`config.mk`:
```
export PLATFORM = sky130hd
export DESIGN_NAME = qspi_xip_reader
export DESIGN_NICKNAME = d
export VERILOG_FILES = /design/src/rtl/qxr_pkg.sv /design/src/rtl/qxr_fifo.sv /design/src/rtl/qxr_seq.sv /design/src/rtl/qxr_dma_mask.sv /design/src/rtl/qspi_xip_reader.sv
export SDC_FILE = /design/constraint.sdc
export NUM_CORES = 1
export LEC_CHECK = 0
export BUFFER_PORTS_ARGS = -buffer_cell sky130_fd_sc_hd__buf_2
export CORE_UTILIZATION = 60
export DETAILED_ROUTE_END_ITERATION = 10
export PLACE_DENSITY = 0.89
export RECOVER_POWER = 25
export SLEW_MARGIN = 20
export SYNTH_ARGS = -nofsm -noshare
export SYNTH_HDL_FRONTEND = slang
export SYNTH_SLANG_ARGS = --single-unit
```
`constraint.sdc`:
```
create_clock -name clk -period 5.9 [get_ports clk]
set_input_delay 0.885 -clock clk [delete_from_list [all_inputs] [get_ports clk]]
set_output_delay 0.885 -clock clk [all_outputs]
set_load 0.02 [all_outputs]
```
`src/rtl/qxr_pkg.sv`:
```
// Shared types for the quad serial flash read engine.
// Assumes: one serial clock period spans two system clocks.
package qxr_pkg;
    typedef enum logic [2:0] {
        ST_IDLE  = 3'd0,
        ST_GAP   = 3'd1,
        ST_CMD   = 3'd2,
        ST_ADDR  = 3'd3,
        ST_DUMMY = 3'd4,
        ST_DATA  = 3'd5
    } qxr_state_e;

    localparam int CMD_BITS = 8;
endpackage

```
`src/rtl/qxr_fifo.sv`:
```
// Receive FIFO for prefetched words.
// A flush empties it and overrides a push in the same cycle.
// Assumes the writer never pushes while full (checked below).
module qxr_fifo #(
    parameter int W     = 32,
    parameter int DEPTH = 4
) (
    input  logic         clk,
    input  logic         rst_n,
    input  logic         flush_i,
    input  logic         push_i,
    input  logic [W-1:0] data_i,
    input  logic         pop_i,
    output logic [W-1:0] head_o,
    output logic         full_o,
    output logic         empty_o
);
    localparam int PW = (DEPTH > 1) ? $clog2(DEPTH) : 1;
    localparam int CW = $clog2(DEPTH + 1);

    logic [W-1:0]  mem [DEPTH];
    logic [PW-1:0] wr_q, rd_q;
    logic [CW-1:0] cnt_q;

    assign full_o  = (cnt_q == CW'(DEPTH));
    assign empty_o = (cnt_q == '0);
    assign head_o  = mem[rd_q];

    // Pointer and occupancy bookkeeping.
    always_ff @(posedge clk) begin
        if (!rst_n || flush_i) begin
            wr_q  <= '0;
            rd_q  <= '0;
            cnt_q <= '0;
        end else begin
            if (push_i) wr_q <= (wr_q == PW'(DEPTH - 1)) ? '0 : wr_q + 1'b1;
            if (pop_i)  rd_q <= (rd_q == PW'(DEPTH - 1)) ? '0 : rd_q + 1'b1;
            cnt_q <= cnt_q + CW'(push_i) - CW'(pop_i);
        end
    end

    // Storage write.
    always_ff @(posedge clk) begin
        if (push_i && !flush_i) mem[wr_q] <= data_i;
    end

    a_r7_no_overflow: assert property (@(posedge clk) disable iff (!rst_n)
        (push_i && !flush_i) |-> (!full_o || pop_i));
endmodule

```
`src/rtl/qxr_seq.sv`:
```
// Serial sequencer: chip-select gap, command, address, dummy and data
// phases. It assembles received nibbles into words and pushes them into
// the FIFO. A restart aborts any transaction in progress.
// Assumes the serial clock is the system clock divided by two.
module qxr_seq
    import qxr_pkg::*;
#(
    parameter int          ADDR_W   = 24,
    parameter int          WORD_W   = 32,
    parameter logic [7:0]  READ_CMD = 8'hEB
) (
    input  logic              clk,
    input  logic              rst_n,
    input  logic              restart_i,
    input  logic [ADDR_W-1:0] addr_i,
    input  logic [3:0]        gap_i,
    input  logic [3:0]        dummy_i,
    input  logic              fifo_full_i,
    output logic              push_o,
    output logic [WORD_W-1:0] word_o,
    output logic              cs_n_o,
    output logic              sck_o,
    output logic [3:0]        io_o,
    output logic [3:0]        io_oe_o,
    input  logic [3:0]        io_i
);
    localparam int ADDR_NIBS = ADDR_W / 4;
    localparam int WORD_NIBS = WORD_W / 4;
    localparam int NW        = $clog2(WORD_NIBS);
    localparam int CNT_W     = 5;

    qxr_state_e          state_q;
    logic                ph_q;
    logic [CNT_W-1:0]    cnt_q;
    logic [NW-1:0]       nib_q;
    logic [3:0]          gap_q, gapcnt_q, dummy_q;
    logic [ADDR_W-1:0]   addr_q;
    logic [WORD_W-1:0]   word_q, word_nx;
    logic                last_nib, stall;

    assign last_nib = (nib_q == NW'(WORD_NIBS - 1));
    assign stall    = (state_q == ST_DATA) && !ph_q && (nib_q == '0) && fifo_full_i;
    assign cs_n_o   = (state_q == ST_IDLE) || (state_q == ST_GAP);
    assign sck_o    = ph_q;
    assign push_o   = (state_q == ST_DATA) && ph_q && last_nib && !restart_i;
    assign word_o   = word_nx;

    // Merge the nibble being sampled into the word under assembly.
    always_comb begin
        word_nx = word_q;
        word_nx[{nib_q >> 1, 3'b000} + (nib_q[0] ? 0 : 4) +: 4] = io_i;
    end

    // Drive the data lines for the command and address phases.
    always_comb begin
        io_o    = 4'h0;
        io_oe_o = 4'h0;
        if (state_q == ST_CMD) begin
            io_oe_o = 4'b0001;
            io_o[0] = READ_CMD[3'(CMD_BITS - 1 - int'(cnt_q))];
        end else if (state_q == ST_ADDR) begin
            io_oe_o = 4'b1111;
            io_o    = addr_q[(ADDR_NIBS - 1 - int'(cnt_q)) * 4 +: 4];
        end
    end

    // Phase state machine and serial clock phase.
    always_ff @(posedge clk) begin
        if (!rst_n) begin
            state_q  <= ST_IDLE;
            ph_q     <= 1'b0;
            cnt_q    <= '0;
            nib_q    <= '0;
            gap_q    <= '0;
            gapcnt_q <= '0;
            dummy_q  <= '0;
            addr_q   <= '0;
            word_q   <= '0;
        end else if (restart_i) begin
            state_q  <= ST_GAP;
            ph_q     <= 1'b0;
            cnt_q    <= '0;
            nib_q    <= '0;
            gap_q    <= gap_i;
            gapcnt_q <= gap_i;
            dummy_q  <= dummy_i;
            addr_q   <= addr_i;
        end else if (state_q == ST_GAP) begin
            if (gapcnt_q == '0) state_q <= ST_CMD;
            else                gapcnt_q <= gapcnt_q - 1'b1;
        end else if (state_q != ST_IDLE) begin
            if (!ph_q) begin
                if (!stall) ph_q <= 1'b1;
            end else begin
                ph_q <= 1'b0;
                cnt_q <= cnt_q + 1'b1;
                case (state_q)
                    ST_CMD: if (cnt_q == CNT_W'(CMD_BITS - 1)) begin
                        state_q <= ST_ADDR;
                        cnt_q   <= '0;
                    end
                    ST_ADDR: if (cnt_q == CNT_W'(ADDR_NIBS - 1)) begin
                        state_q <= (dummy_q == '0) ? ST_DATA : ST_DUMMY;
                        cnt_q   <= '0;
                    end
                    ST_DUMMY: if (cnt_q == CNT_W'(dummy_q - 4'd1)) begin
                        state_q <= ST_DATA;
                        cnt_q   <= '0;
                    end
                    default: begin
                        cnt_q  <= '0;
                        word_q <= word_nx;
                        nib_q  <= last_nib ? '0 : nib_q + 1'b1;
                    end
                endcase
            end
        end
    end

    // Checker: consecutive chip-select-high cycles since the last restart.
    logic [5:0] hi_run_q;
    always_ff @(posedge clk) begin
        if (!rst_n || restart_i) hi_run_q <= '0;
        else if (cs_n_o)         hi_run_q <= (hi_run_q == 6'h3F) ? hi_run_q : hi_run_q + 1'b1;
        else                     hi_run_q <= '0;
    end

    a_r2_gap_len: assert property (@(posedge clk) disable iff (!rst_n)
        $fell(cs_n_o) |-> (hi_run_q == 6'(gap_q) + 6'd1));
    a_r3_quiet_in_dummy: assert property (@(posedge clk) disable iff (!rst_n)
        (!cs_n_o && sck_o && io_oe_o == 4'h0) |-> (state_q == ST_DUMMY || state_q == ST_DATA));
endmodule

```
`src/rtl/qxr_dma_mask.sv`:
```
// Per-channel DMA request gating. Only the first NUM_DMA enable bits
// reach a channel; the rest of the mask is ignored.
module qxr_dma_mask #(
    parameter int NUM_DMA = 4,
    parameter int MASK_W  = 16
) (
    input  logic               ready_i,
    input  logic [MASK_W-1:0]  en_i,
    output logic [NUM_DMA-1:0] req_o
);
    // One gate per implemented channel.
    for (genvar i = 0; i < NUM_DMA; i++) begin : g_ch
        assign req_o[i] = ready_i & en_i[i];
    end

    if (MASK_W > NUM_DMA) begin : g_spare
        logic unused_hi;
        assign unused_hi = ^en_i[MASK_W-1:NUM_DMA];
    end
endmodule

```
`src/rtl/qspi_xip_reader.sv`:
```
// Memory-mapped read engine for a quad serial flash.
// It serves word reads from a prefetch FIFO, keeps the transaction open
// across consecutive addresses, and restarts on any other address.
// Assumes word-aligned addresses, and a bus master that holds its request
// and address until bus_ready.
module qspi_xip_reader #(
    parameter int         ADDR_W     = 24,
    parameter int         DATA_W     = 32,
    parameter int         FIFO_DEPTH = 4,
    parameter int         NUM_DMA    = 4,
    parameter int         MASK_W     = 16,
    parameter logic [7:0] READ_CMD   = 8'hEB
) (
    input  logic               clk,
    input  logic               rst_n,
    input  logic [3:0]         cfg_gap,
    input  logic [3:0]         cfg_dummy,
    input  logic [MASK_W-1:0]  cfg_dma_en,
    input  logic               bus_req,
    input  logic [ADDR_W-1:0]  bus_addr,
    output logic               bus_ready,
    output logic [DATA_W-1:0]  bus_rdata,
    output logic [NUM_DMA-1:0] dma_req,
    output logic               qspi_cs_n,
    output logic               qspi_sck,
    output logic [3:0]         qspi_io_o,
    output logic [3:0]         qspi_io_oe,
    input  logic [3:0]         qspi_io_i
);
    localparam int BYTES = DATA_W / 8;

    logic              sess_q, ready_q;
    logic [ADDR_W-1:0] next_q;
    logic [DATA_W-1:0] rdata_q, head, push_word;
    logic              hit, restart, pop, push, full, empty;

    assign hit     = sess_q && (bus_addr == next_q);
    assign restart = bus_req && !ready_q && !hit;
    assign pop     = bus_req && !ready_q && hit && !empty;

    assign bus_ready = ready_q;
    assign bus_rdata = rdata_q;

    // Session flag, next-address tracking and the read response.
    always_ff @(posedge clk) begin
        if (!rst_n) begin
            sess_q  <= 1'b0;
            next_q  <= '0;
            ready_q <= 1'b0;
            rdata_q <= '0;
        end else begin
            ready_q <= pop;
            if (pop) begin
                rdata_q <= head;
                next_q  <= next_q + ADDR_W'(BYTES);
            end
            if (restart) begin
                sess_q <= 1'b1;
                next_q <= bus_addr;
            end
        end
    end

    qxr_seq #(.ADDR_W(ADDR_W), .WORD_W(DATA_W), .READ_CMD(READ_CMD)) seq_i (
        .clk(clk), .rst_n(rst_n), .restart_i(restart), .addr_i(bus_addr),
        .gap_i(cfg_gap), .dummy_i(cfg_dummy), .fifo_full_i(full),
        .push_o(push), .word_o(push_word), .cs_n_o(qspi_cs_n), .sck_o(qspi_sck),
        .io_o(qspi_io_o), .io_oe_o(qspi_io_oe), .io_i(qspi_io_i)
    );

    qxr_fifo #(.W(DATA_W), .DEPTH(FIFO_DEPTH)) fifo_i (
        .clk(clk), .rst_n(rst_n), .flush_i(restart), .push_i(push),
        .data_i(push_word), .pop_i(pop), .head_o(head), .full_o(full), .empty_o(empty)
    );

    qxr_dma_mask #(.NUM_DMA(NUM_DMA), .MASK_W(MASK_W)) dma_i (
        .ready_i(!empty), .en_i(cfg_dma_en), .req_o(dma_req)
    );

    a_r1_cs_high_on_jump: assert property (@(posedge clk) disable iff (!rst_n)
        restart |=> qspi_cs_n);
    a_r6_ready_pulse: assert property (@(posedge clk) disable iff (!rst_n)
        bus_ready |=> !bus_ready);
    a_r6_ready_needs_req: assert property (@(posedge clk) disable iff (!rst_n)
        $rose(bus_ready) |-> $past(bus_req));
    a_r8_dma_masked: assert property (@(posedge clk) disable iff (!rst_n)
        (dma_req & ~cfg_dma_en[NUM_DMA-1:0]) == '0);
endmodule

```
# Yosys cells after proc, flatten, opt, wreduce, memory -nomap -nowiden
# Memory sizes are Yosys's and may differ from the RTL's. A register that Yosys moved wholly into a read port is not among the register bits.
# Cells that the tools add are included.
# Widths: inputs -> output; s select.
[op_classes] reduce_logical=44 eq_ne=22 magnitude_cmp=1 n_shift=3 n_addsub=13 muxes=35 bitwise_logic=8
[op_table] cell="$mux 24" n=2
[op_table] cell="$neg 32->34" n=1
[op_table] cell="$shift 4x34->32 const A" n=1
[op_table] cell="$shiftx 4x34->32" n=1
[op_table] cell="$add 5x32->32" n=1
[op_table] cell="$bwmux 32" n=1
[op_table] cell="$shiftx 24x32->4" n=1
[op_table] cell="$mux 3" n=10
[op_table] cell="$add 24x3->24 const B" n=1
[op_table] cell="$eq 24x24->1" n=1
[op_table] cell="$mux 4" n=6
[op_table] cell="$mux 5" n=3
[op_table] cell="$pmux 5 s3" n=1
[op_table] cell="$reduce_and 7->1" n=2
[op_table] cell="$eq 3x3->1 const B" n=4
[op_table] cell="$logic_and 1x1->1" n=12
[op_table] cell="$eq 5x3->1 const B" n=2
[op_table] cell="$logic_not 3->1" n=3
[op_table] cell="$mux 1" n=9
[op_table] cell="$pmux 3 s3" n=1
[op_table] cell="$reduce_bool 3->1" n=3
[op_table] cell="$logic_not 4->1" n=2
[op_table] cell="$ne 4x3->1 const B" n=2
[op_table] cell="$reduce_bool 2->1" n=4
[op_table] cell="33 further kinds" n=52
[word_totals] inputBits=55 wordCells=143 ramBits=128 register_bits=109 romBits=8 output_inout_bits=47 n_memories=2
[mem_list] name="fifo_i.mem" depth=4 word_bits=32 read_ports=1 rd_ports_with_merged_regs=1 write_ports=1 line="qxr_fifo.sv:21" rtl="logic [W-1:0] mem [DEPTH];"
[mem_list] name="(name not given)" depth=8 word_bits=1 read_ports=1 rd_ports_with_merged_regs=0 write_ports=0 line="qxr_seq.sv:60" rtl="io_o[0] = READ_CMD[3'(CMD_BITS - 1 - int'(cnt_q))];"

# Logic depth before layout (Yosys ltp)
[depth] word_depth=9 ltp_mapped=15 depth_no_buf=14

# Modules after synthesis
# A second synthesis with hierarchy kept.
[hier_totals] cells_unflattened=1064 area_unflattened_um2=12639.6
[by_module_without_submodules] mod="qxr_fifo" seq_area_each_um2=4023.9 instances=1 area_per_inst_um2=5127.4 cells_each=214
[by_module_without_submodules] mod="qxr_seq" seq_area_each_um2=1521.5 instances=1 area_per_inst_um2=4479.3 cells_each=500
[by_module_without_submodules] mod="qspi_xip_reader" seq_area_each_um2=1161.1 instances=1 area_per_inst_um2=3007.9 cells_each=346
[by_module_without_submodules] mod="qxr_dma_mask" seq_area_each_um2=0.0 instances=1 area_per_inst_um2=25.0 cells_each=4

# Worst setup path after synthesis
# Ideal clock, no wire load.
[synth_path] kind="input-to-reg" start="input port bus_addr[1]" end="register fifo_i.cnt_q[2]" path_buffers=0 t_required_ns=5.785 setup_time_ns=0.115 t_arrival_ns=3.383 stages=14 path_slack_ns=2.402 cell_sequence="xnor2_1 nand4_1 nor4_4 a21oi_1 nor2_1 inv_1 ha_1 inv_1 ha_1 inv_1 fa_1 xor2_1 xnor2_1 nor2_1"
[synth_between] elab_chain_len=8 word_cells_on_any_way=11 classes_between="add/sub (2); eq/ne (1); reduce/logical (8)"
[synth_rtl] element="from (decl)" line="qspi_xip_reader.sv:20" rtl="input logic [ADDR_W-1:0] bus_addr,"
[synth_rtl] element="$eq 24x24->1 *" line="qspi_xip_reader.sv:37" rtl="assign hit = sess_q && (bus_addr == next_q);"
[synth_rtl] element="$logic_and 1x1->1 *" line="qspi_xip_reader.sv:37"
[synth_rtl] element="$logic_not 1->1" line="qspi_xip_reader.sv:38" rtl="assign restart = bus_req && !ready_q && !hit;"
[synth_rtl] element="$logic_and 1x1->1" line="qspi_xip_reader.sv:38"
[synth_rtl] element="$logic_not 1->1" line="qxr_seq.sv:45" rtl="assign push_o = (state_q == ST_DATA) && ph_q && last_nib && !restart_i;"
[synth_rtl] element="$logic_and 1x1->1" line="qxr_seq.sv:45"
[synth_rtl] element="$add 3x1->3" line="qxr_fifo.sv:38" rtl="cnt_q <= cnt_q + CW'(push_i) - CW'(pop_i);"
[synth_rtl] element="$sub 3x1->3" line="qxr_fifo.sv:38"
[synth_rtl] element="to (signal assigned)" line="qxr_fifo.sv:38"
[synth_rtl] element="to (decl)" line="qxr_fifo.sv:23" rtl="logic [CW-1:0] cnt_q;"
# Mark *: on every way between the ends. The rest lies on a longest branch, timed or not.
# A chain may end at the register's enable or synchronous reset.

# Final worst setup path
[layout_path] start="input port rst_n" end="register seq_i.word_q[11]"
[layout_lines] element="from (decl)" line="qspi_xip_reader.sv:15" rtl="input logic rst_n,"
[layout_lines] element="to (signal assigned)" line="qxr_seq.sv:112" rtl="word_q <= word_nx;"
[layout_lines] element="to (decl)" line="qxr_seq.sv:38" rtl="logic [WORD_W-1:0] word_q, word_nx;"
# No word-level cell between the ends.

==> results.cfg <==
[yosys]
yosysWarnings = 0
synth-edff-count = 128
netlist-cell-type-count = 70
synth.yosys.seq_area_share = 0.545
avgSynthCellArea_um2 = 10.9
async_flop_share = 0
netlist_area_mm2 = 0.0122
syn_nets = 1202
yosys_most_used_dff = dfxtp_1
synthCells = 1123
ys_ff_latch = 269

[clock_tree]
cts_sinks = 269
cts-buffers-inserted = 27
ctsResizeCount = 0
htreeDepth = 1
cts_setup_buffers = 0
cts_tree = built
clock_latency_ns = 0.55
cts_root_buf = clkbuf_16
clk_pin_slew_ns = 0.07
cts_buffer_depth = 3
cts_hold_buf = 0

[power]
powerDensity_mw_per_mm2 = 291
peakVddDrop_v = 0.000246
p_leak_nw = 4.61

[route]
drtIter0Drc = 893
dr_total_vias = 9098
wirelength_mm = 28.7
drc = 0
drt.antenna.violating_nets = 0
drtPass1Iterations = 5
wire_per_inst_um = 19.5
vias_per_cell = 6.18

[setup_path]
end_kind = flop
worstPathArrival_ns = 4.61
crit_type = input pin to flop
start_kind = input pin
required_ns = 6.13
rr_worst_depth = 7
r2r-start = next_q[4]$_SDFFE_PN0P_
cp_max_fo = 102
r2r_end = fifo_i.mem[1][12]$_DFFE_PP_
regToRegSetupSlack_ns = 2.29

[global_routing]
grt_pass1_wl_mm = 44.7
gr-total-overflow = 0
grt_max_degree = 103
grt_pass1_vias = 8761
grt_usage = 0.277
antenna_found_initial = 0

[final_layout]
fin_nets = 1264
drive_gt1_frac = 0.150
area_growth_pct = 11.7
fill_cells = 1351
antenna_cells = 0

[timing]
rsz0062_at_grt = no
layout_setup_ws_ns = 1.53
setup_viol = 0
timing.final.crit_share = 0.741
slew_viol_final = 103
tns_ns = 0
max_freq_ghz = 0.229
slew_headroom = -1.80
clock_skew_ns = 0.0132
hold_violations = 0
tightest_slew_ns = 4.21
min_period_ns = 4.37

[job]
cap_viol_max_count = 1

[floorplanning]
die_area_mm2 = 0.0210
die_y_um = 145
core-area_mm2 = 0.0197
io_pins = 102
start_util = 0.620
die_x_um = 145
num_rows = 51

[min_path]
min_to = bus_rdata[2]$_SDFFE_PN0P_
hold_start = bus_rdata[2]$_SDFFE_PN0P_
whs_path_depth = 2
hold_class = flop to flop

[placement]
place_ws_ns = 1.87
dp_hpwl_mm = 18.2
io_buffers = 89
gp_congestion = 0.968

[status]
violations = capacitance limit, slew limit
run_status = finished, violations left
-- layout make-up --
cell class / instances / area [um2] / share of cell area
flip-flops and latches: 269 / 6670 / 0.488
multi-input cells: 752 / 5080 / 0.372
clock buffers: 32 / 736 / 0.0538
repair buffers: 101 / 494 / 0.0362
well taps: 265 / 332 / 0.0243
clock inverters: 18 / 223 / 0.0163
inverters: 34 / 129 / 0.00943
-- per-layer routing --
metal  vias to the layer above  share of wire  wire [um]  global-route usage
li1                       4199              -          -                   -
met1                      4428           0.41      11700               0.350
met2                       387           0.50      14300               0.477
met3                        84          0.064       1830              0.0434
met4                         0          0.031        901               0.111
met5                         -              0          0                   0
-- cells in the final DEF (no fill, tap or decap), types with 11 or more instances in the layout --
| master | netlist | final |
|---|---|---|
| clkbuf_1 | 41 | 37 |
| nand2_1 | 175 | 175 |
| buf_4 | 6 | 11 |
| mux4_2 | 36 | 36 |
| edfxtp_1 | 128 | 128 |
| mux2_1 | 0 | 19 |
| a21oi_1 | 111 | 110 |
| inv_1 | 33 | 32 |
| ha_1 | 23 | 23 |
| and2_1 | 24 | 14 |
| xnor2_1 | 28 | 28 |
| nor3_1 | 86 | 87 |
| nand3_1 | 19 | 19 |
| nor2_1 | 40 | 39 |
| dfxtp_1 | 141 | 140 |
| clkbuf_16 | 0 | 28 |
| nand4_1 | 13 | 13 |
| o21ai_0 | 27 | 27 |
| buf_2 | 10 | 54 |
| mux2_2 | 30 | 11 |
-- flip-flops by register name, indices dropped and copies added (netlist names) --
register        count
next_q             24
seq_i.cnt_q         5
fifo_i.rd_q         2
bus_rdata          32
seq_i.dummy_q       4
bus_ready           1
seq_i.addr_q       24
seq_i.sck_o         1
seq_i.word_q       32
seq_i.gapcnt_q      4
fifo_i.mem        128
fifo_i.cnt_q        3
sess_q              1
fifo_i.wr_q         2
seq_i.state_q       3
seq_i.nib_q         3
-- how the worst max path moves through the flow --
stage / startpoint / endpoint / slack [ns]
floorplan: bus_addr[1] / fifo_i.cnt_q[2]$_SDFF_PP0_ / 2.40
global placement: bus_addr[1] / fifo_i.mem[1][9]$_DFFE_PP_ / 1.88
detailed placement: bus_addr[1] / fifo_i.mem[1][10]$_DFFE_PP_ / 1.87
CTS: seq_i.cnt_q[1]$_SDFFE_PP0P_ / qspi_io_o[0] / 2.03
global route: rst_n / seq_i.word_q[24]$_SDFFE_PN0P_ / 1.29
finish: rst_n / seq_i.word_q[11]$_SDFFE_PN0P_ / 1.53
-- through the flow --
step           hold slack [ns]  power, mW  cell area, um2  utilization  std cells
2_1_floorplan            0.433       2.14           12200            -       1123
3_3_place_gp             0.435       2.19           12800        0.647       1421
3_5_place_dp             0.443       2.19           12800        0.647       1421
4_1_cts                  0.449       3.99           13700        0.696       1471
5_1_grt                  0.464       4.08           13700        0.693       1471
6_report                 0.448       3.97           13700        0.693       1471
-- power breakdown --
part	switching [mW]	internal [mW]	leakage (nW)
logic	0.106	0.0648	1.93
clock network	0.737	1.08	0.468
registers	0.0254	1.96	2.21
total	0.869	3.11	4.61
-- critical path: stages --
cell and delay (ns):
buf_2 0.19, clkinv_2 0.07, clkdlybuf4s25_1 3.14, nor3_1 0.28
-- logic make-up after synthesis --
| family | share of synthesized area |
|---|---|
| adder cells (fa/ha/maj) | 0.0252 |
| AND/OR/NAND/NOR | 0.161 |
| XOR/XNOR | 0.0265 |
| AO/OA/AOI/OAI | 0.104 |
| multiplexers | 0.0980 |
| flip-flops | 0.545 |
| buffers and inverters | 0.0400 |
-- cell usage after synthesis (8+ instances only) --
| master | instances | area (um2) |
|---|---|---|
| ha_1 | 23 | 288 |
| edfxtp_1 | 128 | 3840 |
| nand3_1 | 19 | 95.1 |
| and2_1 | 24 | 150 |
| xor2_1 | 9 | 78.8 |
| nor2_1 | 40 | 150 |
| xnor2_1 | 28 | 245 |
| a21oi_1 | 111 | 556 |
| buf_2 | 10 | 50.1 |
| clkbuf_1 | 41 | 154 |
| nand2_1 | 175 | 657 |
| nor3_1 | 86 | 430 |
| a22oi_1 | 10 | 75.1 |
| a21boi_0 | 8 | 60.1 |
| mux2_2 | 30 | 338 |
| dfxtp_1 | 141 | 2820 |
| nand4_1 | 13 | 81.3 |
| o21ai_0 | 27 | 135 |
| mux4_2 | 36 | 811 |
| inv_1 | 33 | 124 |
Power figures use the tool's default switching activity.
